==> config.mk <==
export PLATFORM = sky130hd
export DESIGN_NAME = prio_irq_ctrl
export DESIGN_NICKNAME = d
export VERILOG_FILES = /design/src/rtl/irq_pkg.sv /design/src/rtl/irq_flags.sv /design/src/rtl/irq_arbiter.sv /design/src/rtl/irq_handshake.sv /design/src/rtl/prio_irq_ctrl.sv
export SDC_FILE = /design/constraint.sdc
export NUM_CORES = 1
export LEC_CHECK = 0
export BUFFER_PORTS_ARGS = -buffer_cell sky130_fd_sc_hd__buf_2
export CAP_MARGIN = 20
export CORE_UTILIZATION = 41
export DETAILED_ROUTE_END_ITERATION = 10
export PLACE_DENSITY = 0.75
export SLEW_MARGIN = 20
export SYNTH_ARGS = -nofsm -noshare
export SYNTH_HDL_FRONTEND = slang
export SYNTH_SLANG_ARGS = --single-unit
==> constraint.sdc <==
create_clock -name clk_i -period 2.4 [get_ports clk_i]
set_input_delay 0.24 -clock clk_i [delete_from_list [all_inputs] [get_ports clk_i]]
set_output_delay 0.24 -clock clk_i [all_outputs]
set_load 0.02 [all_outputs]
==> src/rtl/irq_pkg.sv <==
package irq_pkg;
  typedef enum logic [1:0] {
    CLR_AUTO   = 2'd0,
    CLR_W1C    = 2'd1,
    CLR_MANUAL = 2'd2
  } clr_mode_e;

  typedef enum logic [1:0] {
    HS_IDLE = 2'd0,
    HS_REQ  = 2'd1,
    HS_SERV = 2'd2
  } hs_state_e;
endpackage

==> src/rtl/irq_flags.sv <==
module irq_flags
  import irq_pkg::*;
#(
  parameter int unsigned N_SRC = 4,
  parameter logic [2*N_SRC-1:0] SRC_MODE = '0
) (
  input  logic             clk_i,
  input  logic             rst_ni,
  input  logic [N_SRC-1:0] set_i,
  input  logic [N_SRC-1:0] svc_clr_i,
  input  logic             sw_wr_i,
  input  logic [N_SRC-1:0] sw_wdata_i,
  output logic [N_SRC-1:0] flag_o
);
  logic [N_SRC-1:0] flag_q;

  for (genvar i = 0; i < N_SRC; i++) begin : g_src
    localparam logic [1:0] MODE = SRC_MODE[2*i +: 2];
    logic nxt;

    always_comb begin
      nxt = flag_q[i];
      if (MODE == CLR_AUTO) begin
        if (svc_clr_i[i]) nxt = 1'b0;
      end else if (MODE == CLR_W1C) begin
        if (sw_wr_i && sw_wdata_i[i]) nxt = 1'b0;
      end else begin
        if (sw_wr_i) nxt = sw_wdata_i[i];
      end
      if (set_i[i]) nxt = 1'b1;  // event never lost
    end

    always_ff @(posedge clk_i or negedge rst_ni) begin
      if (!rst_ni) flag_q[i] <= 1'b0;
      else         flag_q[i] <= nxt;
    end

    a_r11_set_wins: assert property (@(posedge clk_i) disable iff (!rst_ni)
      set_i[i] |=> flag_q[i]);
  end

  assign flag_o = flag_q;
endmodule

==> src/rtl/irq_arbiter.sv <==
module irq_arbiter #(
  parameter int unsigned N_SRC  = 4,
  parameter int unsigned PRIO_W = 2,
  localparam int unsigned IDX_W = (N_SRC > 1) ? $clog2(N_SRC) : 1
) (
  input  logic                    clk_i,
  input  logic                    rst_ni,
  input  logic [N_SRC-1:0]        pend_i,
  input  logic [N_SRC*PRIO_W-1:0] prio_i,
  output logic                    valid_o,
  output logic [IDX_W-1:0]        idx_o
);
  logic [PRIO_W-1:0] best;

  // strict greater-than keeps the lowest index on ties
  always_comb begin
    valid_o = 1'b0;
    idx_o   = '0;
    best    = '0;
    for (int i = 0; i < N_SRC; i++) begin
      if (pend_i[i] && (!valid_o || prio_i[i*PRIO_W +: PRIO_W] > best)) begin
        valid_o = 1'b1;
        idx_o   = IDX_W'(i);
        best    = prio_i[i*PRIO_W +: PRIO_W];
      end
    end
  end

  a_r2_winner_pending: assert property (@(posedge clk_i) disable iff (!rst_ni)
    valid_o |-> pend_i[idx_o]);

  for (genvar j = 0; j < N_SRC; j++) begin : g_chk
    // no pending source outranks the winner
    a_r3_r4_rank: assert property (@(posedge clk_i) disable iff (!rst_ni)
      (valid_o && pend_i[j]) |->
        (prio_i[j*PRIO_W +: PRIO_W] < prio_i[idx_o*PRIO_W +: PRIO_W]) ||
        (prio_i[j*PRIO_W +: PRIO_W] == prio_i[idx_o*PRIO_W +: PRIO_W] &&
         IDX_W'(j) >= idx_o));
  end
endmodule

==> src/rtl/irq_handshake.sv <==
module irq_handshake
  import irq_pkg::*;
#(
  parameter int unsigned N_SRC = 4,
  parameter int unsigned VEC_W = 8,
  parameter logic [N_SRC*VEC_W-1:0] SRC_VEC = '0,
  localparam int unsigned IDX_W = (N_SRC > 1) ? $clog2(N_SRC) : 1
) (
  input  logic             clk_i,
  input  logic             rst_ni,
  input  logic             gie_i,
  input  logic             valid_i,
  input  logic [IDX_W-1:0] idx_i,
  input  logic             ack_i,
  input  logic             done_i,
  output logic             req_o,
  output logic [VEC_W-1:0] vec_o,
  output logic [N_SRC-1:0] svc_clr_o
);
  hs_state_e        state_q;
  logic [IDX_W-1:0] idx_q;
  logic [VEC_W-1:0] vec_q;

  always_ff @(posedge clk_i or negedge rst_ni) begin
    if (!rst_ni) begin
      state_q <= HS_IDLE;
      idx_q   <= '0;
      vec_q   <= '0;
    end else begin
      unique case (state_q)
        HS_IDLE: if (gie_i && valid_i) begin
          state_q <= HS_REQ;
          idx_q   <= idx_i;
          vec_q   <= SRC_VEC[int'(idx_i)*VEC_W +: VEC_W];
        end
        HS_REQ:  if (ack_i)  state_q <= HS_SERV;
        HS_SERV: if (done_i) state_q <= HS_IDLE;
        default: state_q <= HS_IDLE;
      endcase
    end
  end

  always_comb begin
    svc_clr_o = '0;
    for (int i = 0; i < N_SRC; i++)
      if (state_q == HS_SERV && done_i && idx_q == IDX_W'(i)) svc_clr_o[i] = 1'b1;
  end

  assign req_o = (state_q == HS_REQ);
  assign vec_o = vec_q;

  a_r1_gie_gate: assert property (@(posedge clk_i) disable iff (!rst_ni)
    $rose(req_o) |-> $past(gie_i));
  a_r5_hold: assert property (@(posedge clk_i) disable iff (!rst_ni)
    (req_o && !ack_i) |=> (req_o && $stable(vec_o)));
  a_r7_ack_drop: assert property (@(posedge clk_i) disable iff (!rst_ni)
    (req_o && ack_i) |=> !req_o);
  a_r12_done_early: assert property (@(posedge clk_i) disable iff (!rst_ni)
    req_o |-> (svc_clr_o == '0));
endmodule

==> src/rtl/prio_irq_ctrl.sv <==
module prio_irq_ctrl
  import irq_pkg::*;
#(
  parameter int unsigned N_SRC  = 4,
  parameter int unsigned PRIO_W = 2,
  parameter int unsigned VEC_W  = 8,
  parameter logic [N_SRC*PRIO_W-1:0] SRC_PRIO = {2'd0, 2'd3, 2'd3, 2'd1},
  parameter logic [N_SRC*VEC_W-1:0]  SRC_VEC  = {8'h10, 8'h0C, 8'h08, 8'h04},
  parameter logic [2*N_SRC-1:0]      SRC_MODE = {CLR_AUTO, CLR_MANUAL, CLR_W1C, CLR_AUTO},
  localparam int unsigned IDX_W = (N_SRC > 1) ? $clog2(N_SRC) : 1
) (
  input  logic             clk_i,
  input  logic             rst_ni,
  input  logic             gie_i,
  input  logic [N_SRC-1:0] src_en_i,
  input  logic [N_SRC-1:0] src_set_i,
  input  logic             sw_wr_i,
  input  logic [N_SRC-1:0] sw_wdata_i,
  input  logic             irq_ack_i,
  input  logic             irq_done_i,
  output logic             irq_req_o,
  output logic [VEC_W-1:0] irq_vec_o,
  output logic [N_SRC-1:0] flags_o
);
  logic [N_SRC-1:0] flag;
  logic [N_SRC-1:0] svc_clr;
  logic             win_valid;
  logic [IDX_W-1:0] win_idx;

  irq_flags #(.N_SRC(N_SRC), .SRC_MODE(SRC_MODE)) u_flags (
    .clk_i, .rst_ni,
    .set_i      (src_set_i),
    .svc_clr_i  (svc_clr),
    .sw_wr_i,
    .sw_wdata_i,
    .flag_o     (flag)
  );

  irq_arbiter #(.N_SRC(N_SRC), .PRIO_W(PRIO_W)) u_arb (
    .clk_i, .rst_ni,
    .pend_i  (flag & src_en_i),
    .prio_i  (SRC_PRIO),
    .valid_o (win_valid),
    .idx_o   (win_idx)
  );

  irq_handshake #(.N_SRC(N_SRC), .VEC_W(VEC_W), .SRC_VEC(SRC_VEC)) u_hs (
    .clk_i, .rst_ni, .gie_i,
    .valid_i   (win_valid),
    .idx_i     (win_idx),
    .ack_i     (irq_ack_i),
    .done_i    (irq_done_i),
    .req_o     (irq_req_o),
    .vec_o     (irq_vec_o),
    .svc_clr_o (svc_clr)
  );

  assign flags_o = flag;
endmodule

After elaboration in Yosys (flattened, before gate mapping)
Index checks and enable logic that the tools add are counted.
{"block": "totals", "ff_bits": 16, "word_cells": 64}
{"block": "op_classes", "magnitude_cmp": 3, "mux": 24, "bitwise": 1, "shifts": 1, "n_eq_ne": 6, "reduce_logical": 22}
{"op": "$shiftx 32x6->8 const A", "count": 1}
{"op": "$mux 1", "count": 16}
{"op": "$mux 2", "count": 7}
{"op": "$logic_and 1x1->1", "count": 8}
{"op": "$reduce_bool 2->1", "count": 4}
{"op": "$pmux 2 s3", "count": 1}
{"op": "$and 4x4->4", "count": 1}
{"op": "$eq 2x2->1 const B", "count": 2}
{"op": "$logic_not 2->1", "count": 2}
{"op": "$ne 2x2->1 const B", "count": 2}
{"op": "$logic_not 1->1", "count": 3}
{"op": "$logic_or 1x1->1", "count": 3}
{"op": "$reduce_and 3->1", "count": 1}
{"op": "$eq 2x1->1 const B", "count": 1}
{"op": "$gt 1x2->1 const A", "count": 1}
{"op": "$gt 2x1->1 const A", "count": 1}
{"op": "$gt 2x2->1 const A", "count": 1}
{"op": "$ne 2x1->1 const B", "count": 1}
{"op": "$reduce_and 2->1", "count": 1}

Longest topological paths before layout
{"block": "logic_depth", "depth_word": 17, "ltp_mapped": 5, "mapped_depth_nobuf": 5}

Hierarchy
A second synthesis with hierarchy kept.
{"block": "unflattened", "hier_cells": 88, "area_unflattened_um2": 845.8}
{"mod": "irq_handshake", "n_inst": 1, "seq_area_each_um2": 175.2, "cells_each": 33, "area_each_um2": 402.9}
{"mod": "irq_arbiter", "n_inst": 1, "seq_area_each_um2": 0.0, "cells_each": 37, "area_each_um2": 261.5}
{"mod": "irq_flags", "n_inst": 1, "seq_area_each_um2": 100.1, "cells_each": 12, "area_each_um2": 148.9}
{"mod": "prio_irq_ctrl", "n_inst": 1, "seq_area_each_um2": 0.0, "cells_each": 6, "area_each_um2": 32.5}

Worst setup path before layout
OpenSTA, ideal clock, no wires.
{"block": "synth_timing", "kind": "reg-to-reg", "start": "register u_flags.flag_q[1] (netlist: u_flags.flag_o[1])", "end": "register u_hs.vec_q[3] (netlist: u_hs.vec_o[3])", "path_stages_with_launch": 6, "setup_slack_ns": 0.604, "required_time_ns": 2.275, "arrival_time_ns": 1.671, "path_cell_list": "dfrtp_1 -> a222oi_1 -> nand3_1 -> nand2_1 -> ha_1 -> mux2_4"}
{"block": "synth_between", "word_cells_on_any_way": 21, "classes_between": "order compare (2); shift (1); mux (8); bitwise (1); reduce/logical (9)"}
{"element": "start, declared", "line": "irq_flags.sv:15", "rtl": "logic [N_SRC-1:0] flag_q;"}
{"element": "start signal, assigned by index", "line": "irq_flags.sv:35", "rtl": "else flag_q[i] <= nxt;"}
{"element": "$and 4x4->4 *", "line": "prio_irq_ctrl.sv:41", "rtl": ".pend_i (flag & src_en_i),"}
{"element": "$logic_and 1x1->1 *", "line": "irq_arbiter.sv:21", "rtl": "if (pend_i[i] && (!valid_o || prio_i[i*PRIO_W +: PRIO_W] > best)) begin"}
{"element": "$mux 2 / $mux 1 (equally long branches)", "line": "irq_arbiter.sv:21"}
{"element": "$gt 2x2->1 / $logic_not 1->1 (equally long branches)", "line": "irq_arbiter.sv:21"}
{"element": "$logic_or 1x1->1", "line": "irq_arbiter.sv:21"}
{"element": "$logic_and 1x1->1", "line": "irq_arbiter.sv:21"}
{"element": "$mux 2 / $mux 1 (equally long branches)", "line": "irq_arbiter.sv:21"}
{"element": "$gt 1x2->1 / $logic_not 1->1 (equally long branches)", "line": "irq_arbiter.sv:21"}
{"element": "$logic_or 1x1->1", "line": "irq_arbiter.sv:21"}
{"element": "$logic_and 1x1->1", "line": "irq_arbiter.sv:21"}
{"element": "$mux 2 *", "line": "irq_arbiter.sv:21"}
{"element": "named net u_arb.idx_o[0]", "line": "irq_arbiter.sv:11", "rtl": "output logic [IDX_W-1:0] idx_o"}
{"element": "$shiftx 32x6->8 *", "line": "irq_handshake.sv:34", "rtl": "vec_q <= SRC_VEC[int'(idx_i)*VEC_W +: VEC_W];"}
{"element": "end signal, assigned", "line": "irq_handshake.sv:34"}
{"element": "end, declared", "line": "irq_handshake.sv:22", "rtl": "logic [VEC_W-1:0] vec_q;"}
Mark *: on every way through the listed nets, which the timed path passes. The rest lies on a longest branch.
A chain may end at the register's enable or synchronous reset.

Final worst setup path
Ends and elaborated chain as after synthesis.

==> flow_summary.yaml <==
run_status:
  status: "complete, no violations"
layout:
  final_common_cell: "buf_2"
  drive_gt1_frac: 0.397
  antenna_cells: 0
  area_growth_pct: 26.8
  final_cell_mix: "buf_2 (23), dfrtp_1 (11), nand2_1 (6)"
  finalNetCount: 98
  fin_cells: 92
timing:
  skew_ns: 0.00438
  setup_viol: 0
  finalCriticalPeriod_ns: 1.89
  tightest_slew_ns: 0.578
  fmax_mhz: 530
  final_max_slew_viol_count: 0
  period_share: 0.786
  fin_hold_ws_ns: 0.152
  rsz0062_at_grt: "no"
  slew_headroom: 0.614
  fin_setup_tns_ns: 0
  finalHoldViolations: 0
  setup_slack_ns: 0.514
setup_path:
  cp.required_ns: 2.55
  start_kind: "register"
  crit_arrival_ns: 2.04
  crit_fanout: 4
  worstSetupPathType: "reg -> reg"
  endpoint_kind: "register"
synthesis:
  synth-seq-cells: 11
  ys_top_cells_by_area: "dfrtp_1 (50%), buf_4 (6.9%), mux2_4 (5.5%)"
  yosys.area.top_type_share: 0.505
  synthFlopType: "dfrtp_1"
  syn_inst: 51
  synth_cell_types: 23
  yosys_warnings: 0
  ys_async_sr_fraction: 1.00
  seq_area_frac_synth: 0.505
  synth_edf_count: 0
  synth_top_area_cell: "dfrtp_1"
  syn_area_um2: 546
  synth_area_per_cell_um2: 10.7
die:
  coreArea_um2: 1170
  dieArea_um2: 1480
  start_util: 0.466
  die_height_um: 38.5
  num_rows: 12
  boundaryPins: 31
  die_x_um: 38.5
clock_tree:
  cts_setup_buffers: 0
  cts_tree: "yes"
  clk_pin_slew_ns: 0.07
  cts.repair.resized: 0
  cts_buffer_depth: 2
  cts_root_buf: "clkbuf_4"
  clk_latency_ns: 0.26
  numClockSinks: 11
  htree_levels: 1
  cts_buffers: 3
placed_design:
  port_buffers: 23
  preCtsSetupSlack_ns: 0.586
  place.gp.congestion: 0.786
  place_hpwl_um: 780
  dp_cells: 87
power:
  intPower_mw: 0.425
  p_leak_nw: 0.372
  p_per_area_nw_per_um2: 956
  switching_share: 0.358
  combPwrFrac: 0.374
  clockPowerShare: 0.183
  power_switching_mw: 0.237
  vdd_drop_max_uv: 580
  seqPwrFrac: 0.443
routing:
  drt_wl_total_um: 986
  drt_pre_antenna_iters: 4
  drt_iter0_drc: 8
  post_drt_wl_per_cell_um: 10.7
  drc: 0
  ant_nets: 0
  via_per_inst: 4.99
  vias: 459
global_routing:
  grt_pass1_vias: 385
  grt_max_degree: 12
  grt_first_pass_wirelength_um: 1570
  antenna_found_initial: 0
  grt.overflow.total: 0
  track_usage: 0.169
min_path:
  hold_path_class: "in -> reg"
flow_run:
  cap_viol_max_count: 0
-- power by group through the flow --
| stage | Sequential [mW] | Combinational (mW) | Clock [mW] |
|---|---|---|---|
| final | 0.293 | 0.248 | 0.121 |
| after global routing | 0.301 | 0.270 | 0.132 |
| after CTS | 0.291 | 0.251 | 0.126 |
| after detailed placement | 0.294 | 0.249 | 0 |
| after global placement | 0.293 | 0.243 | 0 |
| after floorplan | 0.321 | 0.147 | 0 |
-- routing by layer --
metal | track usage | routed length [um]
met1 | 0.167 | 412
met2 | 0.288 | 484
met3 | 0.0872 | 74
met4 | 0.0776 | 14
met5 | 0 | 0
-- worst paths after layout --
| path | slack, ns | cells after the start | endpoint | start |
|---|---|---|---|---|
| setup / recovery | 0.51 | 5 | u_hs.vec_o[3] | u_flags.flag_o[1] |
| hold / removal | 0.15 | 2 | u_flags.flag_o[1] | src_set_i[1] |
| setup reg to reg | 0.51 | 5 | u_hs.vec_o[3] | u_flags.flag_o[1] |
| hold reg to reg | 0.50 | 1 | u_hs.vec_o[2] | u_hs.vec_o[2] |
| max in group asynchronous | 1.83 | 2 | u_hs.vec_o[3] | rst_ni |
| min in group asynchronous | 0.37 | 2 | u_hs.idx_q[0] | rst_ni |
-- kinds of logic (layout without fill, tap and decap cells) --
kind of cell / Yosys count / after routing / synth area share
AND/OR/NAND/NOR: 16 / 16 / 0.154
AO/OA/AOI/OAI: 11 / 11 / 0.161
flip-flops: 11 / 11 / 0.505
buffers and inverters: 9 / 32 / 0.0963
multiplexers: 2 / 2 / 0.0550
adder cells (fa/ha/maj): 1 / 1 / 0.0229
other: 1 / 5 / 0.00687
-- stage by stage --
step / power, mW / utilization / instance area (um2)
after floorplan: 0.469 / - / 561
after global placement: 0.536 / 0.560 / 656
after detailed placement: 0.543 / 0.560 / 656
after CTS: 0.668 / 0.591 / 692
after global routing: 0.703 / 0.591 / 692
final: 0.662 / 0.591 / 692
-- timing repair --
action	4_1_cts	5_1_grt
hold endpoints to repair	11	0
hold buffers	1	0
endpoints found under the setup margin	0	0
-- sequential cells by signal, indices dropped and copies added, names as in the netlist --
name / flops
u_flags.flag_o: 4
u_hs.idx_q: 2
u_hs.state_q: 2
u_hs.vec_o: 3
-- synth_stat cells (2+ instances only) --
library cell / count
a21o_2: 3
buf_4: 5
dfrtp_1: 11
inv_1: 4
mux2_4: 2
nand2_1: 6
nand2b_1: 2
nand3_1: 2
nor2b_1: 2
-- area by class of cell --
| class | instances | area [um2] |
|---|---|---|
| Clock buffer | 4 | 26.3 |
| Fill cell | 106 | 479 |
| Inverter | 4 | 15.0 |
| Multi-Input combinational cell | 35 | 233 |
| Sequential cell | 11 | 275 |
| Tap cell | 14 | 17.5 |
| Timing Repair Buffer | 24 | 125 |
-- critical path: stages, from the launching register on --
cell      delay [ns]
dfrtp_1         0.41
a222oi_1        0.58
nand3_1         0.19
nand2_1         0.11
ha_1            0.23
mux2_4          0.26
Note: power is estimated with default switching activity, not from simulation.
